--- config.mk ---
export PLATFORM = sky130hd
export DESIGN_NAME = eff_addr_gen
export DESIGN_NICKNAME = d
export VERILOG_FILES = /design/src/rtl/eag_pkg.sv /design/src/rtl/eag_offset_add.sv /design/src/rtl/eag_mode_sel.sv /design/src/rtl/eff_addr_gen.sv
export SDC_FILE = /design/constraint.sdc
export NUM_CORES = 1
export LEC_CHECK = 0
export ABC_AREA = 1
export CORE_MARGIN = 2
export CORE_UTILIZATION = 44
export CTS_CLUSTER_SIZE = 25
export DETAILED_ROUTE_END_ITERATION = 6
export PLACE_DENSITY = 0.82
export REMOVE_ABC_BUFFERS = 1
export SLEW_MARGIN = 20
export SYNTH_ARGS = -nofsm -noshare
export SYNTH_HDL_FRONTEND = slang
export SYNTH_SLANG_ARGS = --single-unit
--- constraint.sdc ---
create_clock -name clk -period 5.2 [get_ports clk]
set_input_delay 1.56 -clock clk [delete_from_list [all_inputs] [get_ports clk]]
set_output_delay 1.56 -clock clk [all_outputs]
set_load 0.1 [all_outputs]
--- src/rtl/eag_pkg.sv ---
package eag_pkg;

    localparam int ADDR_W = 16;
    localparam int BYTE_W = 8;
    localparam int STEP_W = 2;
    localparam int MODE_W = 3;

    typedef enum logic [MODE_W-1:0] {
        AM_NONE  = 3'd0,
        AM_IMM8  = 3'd1,
        AM_IMM16 = 3'd2,
        AM_ABS   = 3'd3,
        AM_ZPG   = 3'd4,
        AM_IDX   = 3'd5,
        AM_REL   = 3'd6,
        AM_RSVD  = 3'd7
    } amode_e;

    typedef struct packed {
        logic              valid;
        logic [ADDR_W-1:0] addr;
    } ea_res_t;

    function automatic logic [STEP_W-1:0] step_of(amode_e m);
        logic [STEP_W-1:0] s;
        case (m)
            AM_NONE, AM_RSVD: s = 2'd1;
            AM_ABS, AM_IMM16: s = 2'd3;
            default:          s = 2'd2;
        endcase
        return s;
    endfunction

    function automatic logic is_memref(amode_e m);
        return (m != AM_NONE) && (m != AM_RSVD);
    endfunction

endpackage

--- src/rtl/eag_offset_add.sv ---
module eag_offset_add #(
    parameter int AW         = 16,
    parameter int OW         = 8,
    parameter bit SIGNED_OFS = 1'b0,
    parameter int BIAS       = 0
) (
    input  logic [AW-1:0] base,
    input  logic [OW-1:0] ofs,
    output logic [AW-1:0] sum
);
    localparam int PADW = AW - OW;
    localparam logic [AW-1:0] BIAS_V = AW'(BIAS);

    logic [AW-1:0] ofs_ext;

    generate
        if (SIGNED_OFS) begin : g_sext
            assign ofs_ext = {{PADW{ofs[OW-1]}}, ofs};
        end else begin : g_zext
            assign ofs_ext = {{PADW{1'b0}}, ofs};
        end
    endgenerate

    assign sum = base + ofs_ext + BIAS_V;
endmodule

--- src/rtl/eag_mode_sel.sv ---
module eag_mode_sel
    import eag_pkg::*;
(
    input  amode_e            mode,
    input  logic [BYTE_W-1:0] byte2,
    input  logic [BYTE_W-1:0] byte3,
    input  logic [ADDR_W-1:0] index_reg,
    input  logic [ADDR_W-1:0] pc,
    output ea_res_t           res
);
    localparam logic [BYTE_W-1:0] ZERO_OFS = '0;

    logic [ADDR_W-1:0] idx_sum;
    logic [ADDR_W-1:0] rel_sum;
    logic [ADDR_W-1:0] imm_sum;

    eag_offset_add #(.AW(ADDR_W), .OW(BYTE_W), .SIGNED_OFS(1'b0), .BIAS(0)) u_idx_add (
        .base(index_reg), .ofs(byte2), .sum(idx_sum)
    );

    eag_offset_add #(.AW(ADDR_W), .OW(BYTE_W), .SIGNED_OFS(1'b1), .BIAS(2)) u_rel_add (
        .base(pc), .ofs(byte2), .sum(rel_sum)
    );

    eag_offset_add #(.AW(ADDR_W), .OW(BYTE_W), .SIGNED_OFS(1'b0), .BIAS(1)) u_imm_add (
        .base(pc), .ofs(ZERO_OFS), .sum(imm_sum)
    );

    always_comb begin
        res.valid = is_memref(mode);
        case (mode)
            AM_IMM8, AM_IMM16: res.addr = imm_sum;
            AM_ABS:            res.addr = {byte2, byte3};
            AM_ZPG:            res.addr = {{(ADDR_W-BYTE_W){1'b0}}, byte2};
            AM_IDX:            res.addr = idx_sum;
            AM_REL:            res.addr = rel_sum;
            default:           res.addr = '0;
        endcase
    end
endmodule

--- src/rtl/eff_addr_gen.sv ---
module eff_addr_gen
    import eag_pkg::*;
(
    input  logic              clk,
    input  logic              rst,
    input  logic [MODE_W-1:0] mode,
    input  logic [BYTE_W-1:0] byte2,
    input  logic [BYTE_W-1:0] byte3,
    input  logic [ADDR_W-1:0] index_reg,
    input  logic [ADDR_W-1:0] pc,
    output logic              ea_valid,
    output logic [ADDR_W-1:0] ea_addr,
    output logic [ADDR_W-1:0] ea_pair,
    output logic [STEP_W-1:0] pc_step
);
    localparam logic [BYTE_W-1:0] ZERO_OFS = '0;

    amode_e            mode_e;
    ea_res_t           res_c;
    logic [ADDR_W-1:0] pair_c;

    assign mode_e = amode_e'(mode);

    eag_mode_sel u_sel (
        .mode(mode_e), .byte2(byte2), .byte3(byte3),
        .index_reg(index_reg), .pc(pc), .res(res_c)
    );

    eag_offset_add #(.AW(ADDR_W), .OW(BYTE_W), .SIGNED_OFS(1'b0), .BIAS(1)) u_pair_add (
        .base(res_c.addr), .ofs(ZERO_OFS), .sum(pair_c)
    );

    always_ff @(posedge clk) begin
        if (rst) begin
            ea_valid <= 1'b0;
            ea_addr  <= '0;
            ea_pair  <= '0;
            pc_step  <= '0;
        end else begin
            ea_valid <= res_c.valid;
            ea_addr  <= res_c.valid ? res_c.addr : '0;
            ea_pair  <= res_c.valid ? pair_c : '0;
            pc_step  <= step_of(mode_e);
        end
    end


    reset_clear_chk: assert property (@(posedge clk)
        rst |=> (!ea_valid && ea_addr == '0 && ea_pair == '0 && pc_step == '0));


    abs_concat_chk: assert property (@(posedge clk) disable iff (rst)
        (mode == AM_ABS) |=> (ea_valid && ea_addr == {$past(byte2), $past(byte3)}));


    zpg_high_zero_chk: assert property (@(posedge clk) disable iff (rst)
        (mode == AM_ZPG) |=> (ea_addr[ADDR_W-1:BYTE_W] == '0));


    none_invalid_chk: assert property (@(posedge clk) disable iff (rst)
        (mode == AM_NONE || mode == AM_RSVD) |=> (!ea_valid && ea_pair == '0));


    pair_follow_chk: assert property (@(posedge clk) disable iff (rst)
        ea_valid |-> (ea_pair == ea_addr + 16'd1));


    step_len_chk: assert property (@(posedge clk) disable iff (rst)
        ea_valid |-> (pc_step == 2'd2 || pc_step == 2'd3));
endmodule

# Word level (Yosys, flattened, before mapping)

Cells that the tools add are included.
Widths: inputs -> output; s select.

Flip-flop bits (word level): 35
Word-level logic and storage cells: 27

Add/sub/neg operators: 5
Equality and inequality tests: 8
Multiplexer cells: 2
Bitwise operators: 1
Reduce and logical (&&, ||, !) cells: 7

Operators with widths:

| kind                  | number |
|---|---|
| $pmux 16 s5           | 1 |
| $add 16x1->16 const B | 2 |
| $add 16x16->16        | 1 |
| $add 16x2->16 const B | 1 |
| $add 16x8->16         | 1 |
| $eq 3x3->1 const B    | 4 |
| $reduce_or 2->1       | 4 |
| $eq 3x2->1 const B    | 2 |
| $pmux 2 s2            | 1 |
| $eq 3x1->1 const B    | 1 |
| $logic_not 3->1       | 1 |
| $ne 3x3->1 const B    | 1 |
| $reduce_bool 3->1     | 1 |
| $logic_and 1x1->1     | 1 |
| $not 1->1             | 1 |

# Logic depth before layout (Yosys ltp)

Depth after elaboration: 4
Mapped depth: 21
Gate-level depth less buffers: 21

# Cells and area by module

From an unflattened synthesis, not the netlist that was laid out.

Cell total of the unflattened synthesis: 854
Area total of the unflattened synthesis: 5003.5 um^2

Modules (own cells, without submodules):

| module                            | times used | cells an instance | area an instance (um^2) | seq. area each (um^2) |
|---|---|---|---|---|
| eag_offset_add at u_pair_add ...  | 2          | 139               | 721.9                   | 0.0 |
| eff_addr_gen                      | 1          | 112               | 1122.3                  | 700.7 |
| eag_offset_add at u_sel.u_rel_add | 1          | 177               | 1044.8                  | 0.0 |
| eag_mode_sel                      | 1          | 161               | 735.7                   | 0.0 |
| eag_offset_add at u_sel.u_idx_add | 1          | 126               | 656.9                   | 0.0 |

# Worst setup path after synthesis

OpenSTA, ideal clock, no wires.

Kind: input-to-reg
Start point: input port byte2[1]
End point: register ea_pair[12]
Setup time: 0.115 ns
Arrival: 3.599 ns
Data required time: 5.085 ns
Setup slack: 1.486 ns
Stages: 18
Path buffers: 0
Path through: inv_1 ha_1 inv_1 ha_1 inv_1 fa_1 nor2_1 nor2_1 nand3b_1 nand2_2 nor2_4 nand3_2 nor2_2 nand2_2 nor2_4 nand3_1 nand2_1 nor2_1

Word-level cells in the longest chain between the ends: 4
Elaborated cells between the ends (all ways): 5

Ends and longest elaborated chain:

| item                   | RTL line             | source |
|---|---|---|
| start: declaration     | eff_addr_gen.sv:7    | `input logic [BYTE_W-1:0] byte2,` |
| $add 16x16->16         | eag_offset_add.sv:24 | `assign sum = base + ofs_ext + BIAS_V;` |
| $add 16x2->16          | eag_offset_add.sv:24 |  |
| $pmux 16 s5 (*)        | eag_mode_sel.sv:31   | `case (mode)` |
| $add 16x1->16 (*)      | eag_offset_add.sv:24 |  |
| end signal: assignment | eff_addr_gen.sv:42   | `ea_pair <= res_c.valid ? pair_c : '0;` |
| end: declaration       | eff_addr_gen.sv:13   | `output logic [ADDR_W-1:0] ea_pair,` |

Every way passes the cells marked *; elsewhere a longest branch is shown, timed or not.
A chain may end at the register's enable or synchronous reset.

# Worst setup path after layout

Start point: input port byte2[1]
End point: register ea_pair[15]

The elaborated chain is that of the path after synthesis.

==> flow_summary_export.csv <==
group,metric,value,unit
layout,utilization,57.7,%
clocking,cts_tree,"built",
clocking,postCtsHoldBufs,0,
clocking,numCtsBuffers,5,
placed_design,gp_congestion,0.945,
route,num_vias,4678,
clocking,clk_pin_slew,0.07,ns
pwr,powerDensity,202,mW/mm²
hold_path,whs_endpoint,"pc_step[1]",
route,drc_errors,0,
worst_setup_path,cp-start-kind,"input port",
grt,gr-total-overflow,0,
grt,antenna_found_initial,0,
placed_design,placed_area,0.00500,mm²
worst_setup_path,crit_type,"in -> reg",
hold_path,hold_depth,2,
grt,grt_pass1_wl,19400,µm
route,viasPerCell,5.15,
floorplanning,die_y,99.7,µm
clocking,clk_path_buf_depth,2,
sta,max_slew_margin,33.5,%
sta,fin_crit_sh,82.6,%
clocking,ctsResizeCount,0,
grt,grt_max_degree,23,
layout,antenna_cells,0,
floorplanning,initial_core_util,45.8,%
layout,area_delta_synth_final,26.0,%
clocking,ctsRootBufferMaster,"clkbuf_8",
hold_path,hold_class,"in -> reg",
grt,grtUsageTotal,24.0,%
synthesis,synth_cells,711,
synthesis,ys_seq_elements,35,
route,ant_nets,0,
sta,worst_slew_pin_slew,0.995,ns
route,finalWirelength,11600,µm
layout,mostFrequentLayoutCells,"nand2_1 (211), inv_1 (123), nand3_1 (95), clkdlybuf4s50_1 (87), nor2_1 (86)",
grt,grt_pass1_vias,4241,
route,wl_per_cell,12.8,µm
floorplanning,die_area,0.00994,mm²
layout,drive_above_1_share,4.49,%
worst_setup_path,crit_path_end_kind,"register",
sta,fmax,233,MHz
layout,final_area,0.00508,mm²
sta,min_period,4.30,ns
worst_setup_path,worst-endpoint-required,5.36,ns
synthesis,syn-cell-area,0.00403,mm²
floorplanning,ioPinCount,88,
floorplanning,rows,34,
worst_setup_path,cp.arrival,4.45,ns
route,first_pass_iters,5,
sta,final-setup-viol-count,0,
sta,finalHoldViolCount,0,
worst_setup_path,worstPathMaxFanout,4,
pwr,p_total,0.00102,W
route,drt_iter0_markers,228,
hold_path,hp-start,"rst",
pwr,ir_drop,0.115,mV
placed_design,dp_hpwl,9620,µm
sta,fin_tns_setup,0,ns
layout,nets,894,
synthesis,yosysSeqAreaShare,17.4,%
sta,rsz0062_at_grt,"no",
floorplanning,core,0.00881,mm²
layout,final_common_cell,"nand2_1",
synthesis,yosys_warnings,0,
pwr,p_leak,2.67,nW
placed_design,portBuffers,87,
synthesis,syn_area_per_cell,5.67,µm²
run_status,status,"complete, no violations",
sta,fin_hold_ws,1.87,ns
floorplanning,die_w,99.7,µm
job,drv_cap,0,
clocking,h-tree-depth,2,
clocking,postCtsSetupRepairBufs,0,
clocking,cts_sinks,35,
sta,finalMaxSlewViolations,0,
synthesis,ys_types,27,
layout,fillers,900,
## registers in the layout (all words and copies together), names as in the netlist
register  cells
ea_addr      16
ea_pair      16
pc_step       2
ea_valid      1
## area by class of cell
cell class	instances	area [µm²]	share of cell area (%)
clock buffer	7	76.3	1.50
clock inverter	1	5.00	0.0985
inverter	129	484	9.53
multi-input combinational	539	2780	54.8
sequential	35	701	13.8
tap	108	135	2.66
timing repair buffer	90	893	17.6
## cells in the mapped netlist, drive strengths merged
cell / instances / share of area (%)
a211oi: 1 / 0.19
a21oi: 28 / 3.5
a31oi: 1 / 0.16
and2: 1 / 0.16
buf: 5 / 1.2
clkbuf: 3 / 0.28
dfxtp: 35 / 17
fa: 2 / 0.99
ha: 39 / 12
inv: 129 / 12
nand2: 215 / 20
nand3: 102 / 14
nand3b: 10 / 1.9
nand4: 11 / 1.7
nor2: 94 / 9.6
nor3: 7 / 0.87
o21ai: 18 / 2.2
o21bai: 5 / 0.93
or2: 2 / 0.31
xor2: 3 / 0.65
## worst max-delay path: stages
cell,delay [ns]
clkdlybuf4s50_1,0.51
inv_1,0.10
ha_1,0.30
inv_1,0.06
ha_1,0.19
inv_1,0.06
fa_1,0.42
nor2_1,0.11
nor2_1,0.06
nand3b_1,0.19
nand2_1,0.09
nor2_2,0.17
nand4_1,0.16
nor2_1,0.22
nand3_1,0.12
nand2_1,0.08
a21oi_1,0.05
## cell families (layout without fill, tap and decap cells)
kind of cell | count (synthesis) | in the layout | share of synthesized area (%)
buffers and inverters | 137 | 227 | 13.5
and+or+nand+nor | 442 | 442 | 48.3
xor gates and xnor gates | 3 | 3 | 0.652
adders and majority gates | 41 | 41 | 13.1
AOI/OAI and AO/OA | 53 | 53 | 6.99
DFF | 35 | 35 | 17.4
## worst max path at each step
stage | from | endpoint | slack (ns) | cells after the start
floorplan | byte2[1] | ea_pair[12] | 1.48 | 18
global placement | byte2[1] | ea_pair[14] | 0.74 | 19
detailed placement | byte2[1] | ea_pair[15] | 0.61 | 17
CTS | byte2[1] | ea_pair[15] | 0.91 | 17
global route | byte2[1] | ea_pair[15] | 0.56 | 21
finish | byte2[1] | ea_pair[15] | 0.90 | 17
## report_power, final
part	switching, W	leakage, nW	internal (W)
combinational	0.000378	2.34	0.000170
clock	0.0000908	0.0422	0.0000939
sequential	0.00000469	0.287	0.000287
total	0.000473	2.67	0.000551
## per-layer routing
layer | share of wire [%] | vias up | GRT usage [%] | wire length (µm)
met4 | 3.4 | 0 | 8.75 | 394
li1 | - | 2427 | - | -
met1 | 45 | 2030 | 30.7 | 5220
met5 | 0 | - | 0 | 0
met2 | 44 | 183 | 38.7 | 5060
met3 | 8.3 | 38 | 6.68 | 964
## metrics by stage
stage          instances  worst slack (ns)
5_1_grt              909             0.563
4_1_cts              909             0.905
3_5_place_dp         901             0.614
2_1_floorplan        703              1.48
3_3_place_gp         901             0.736
6_report             909             0.903
Note: power is estimated with default switching activity, not from simulation.
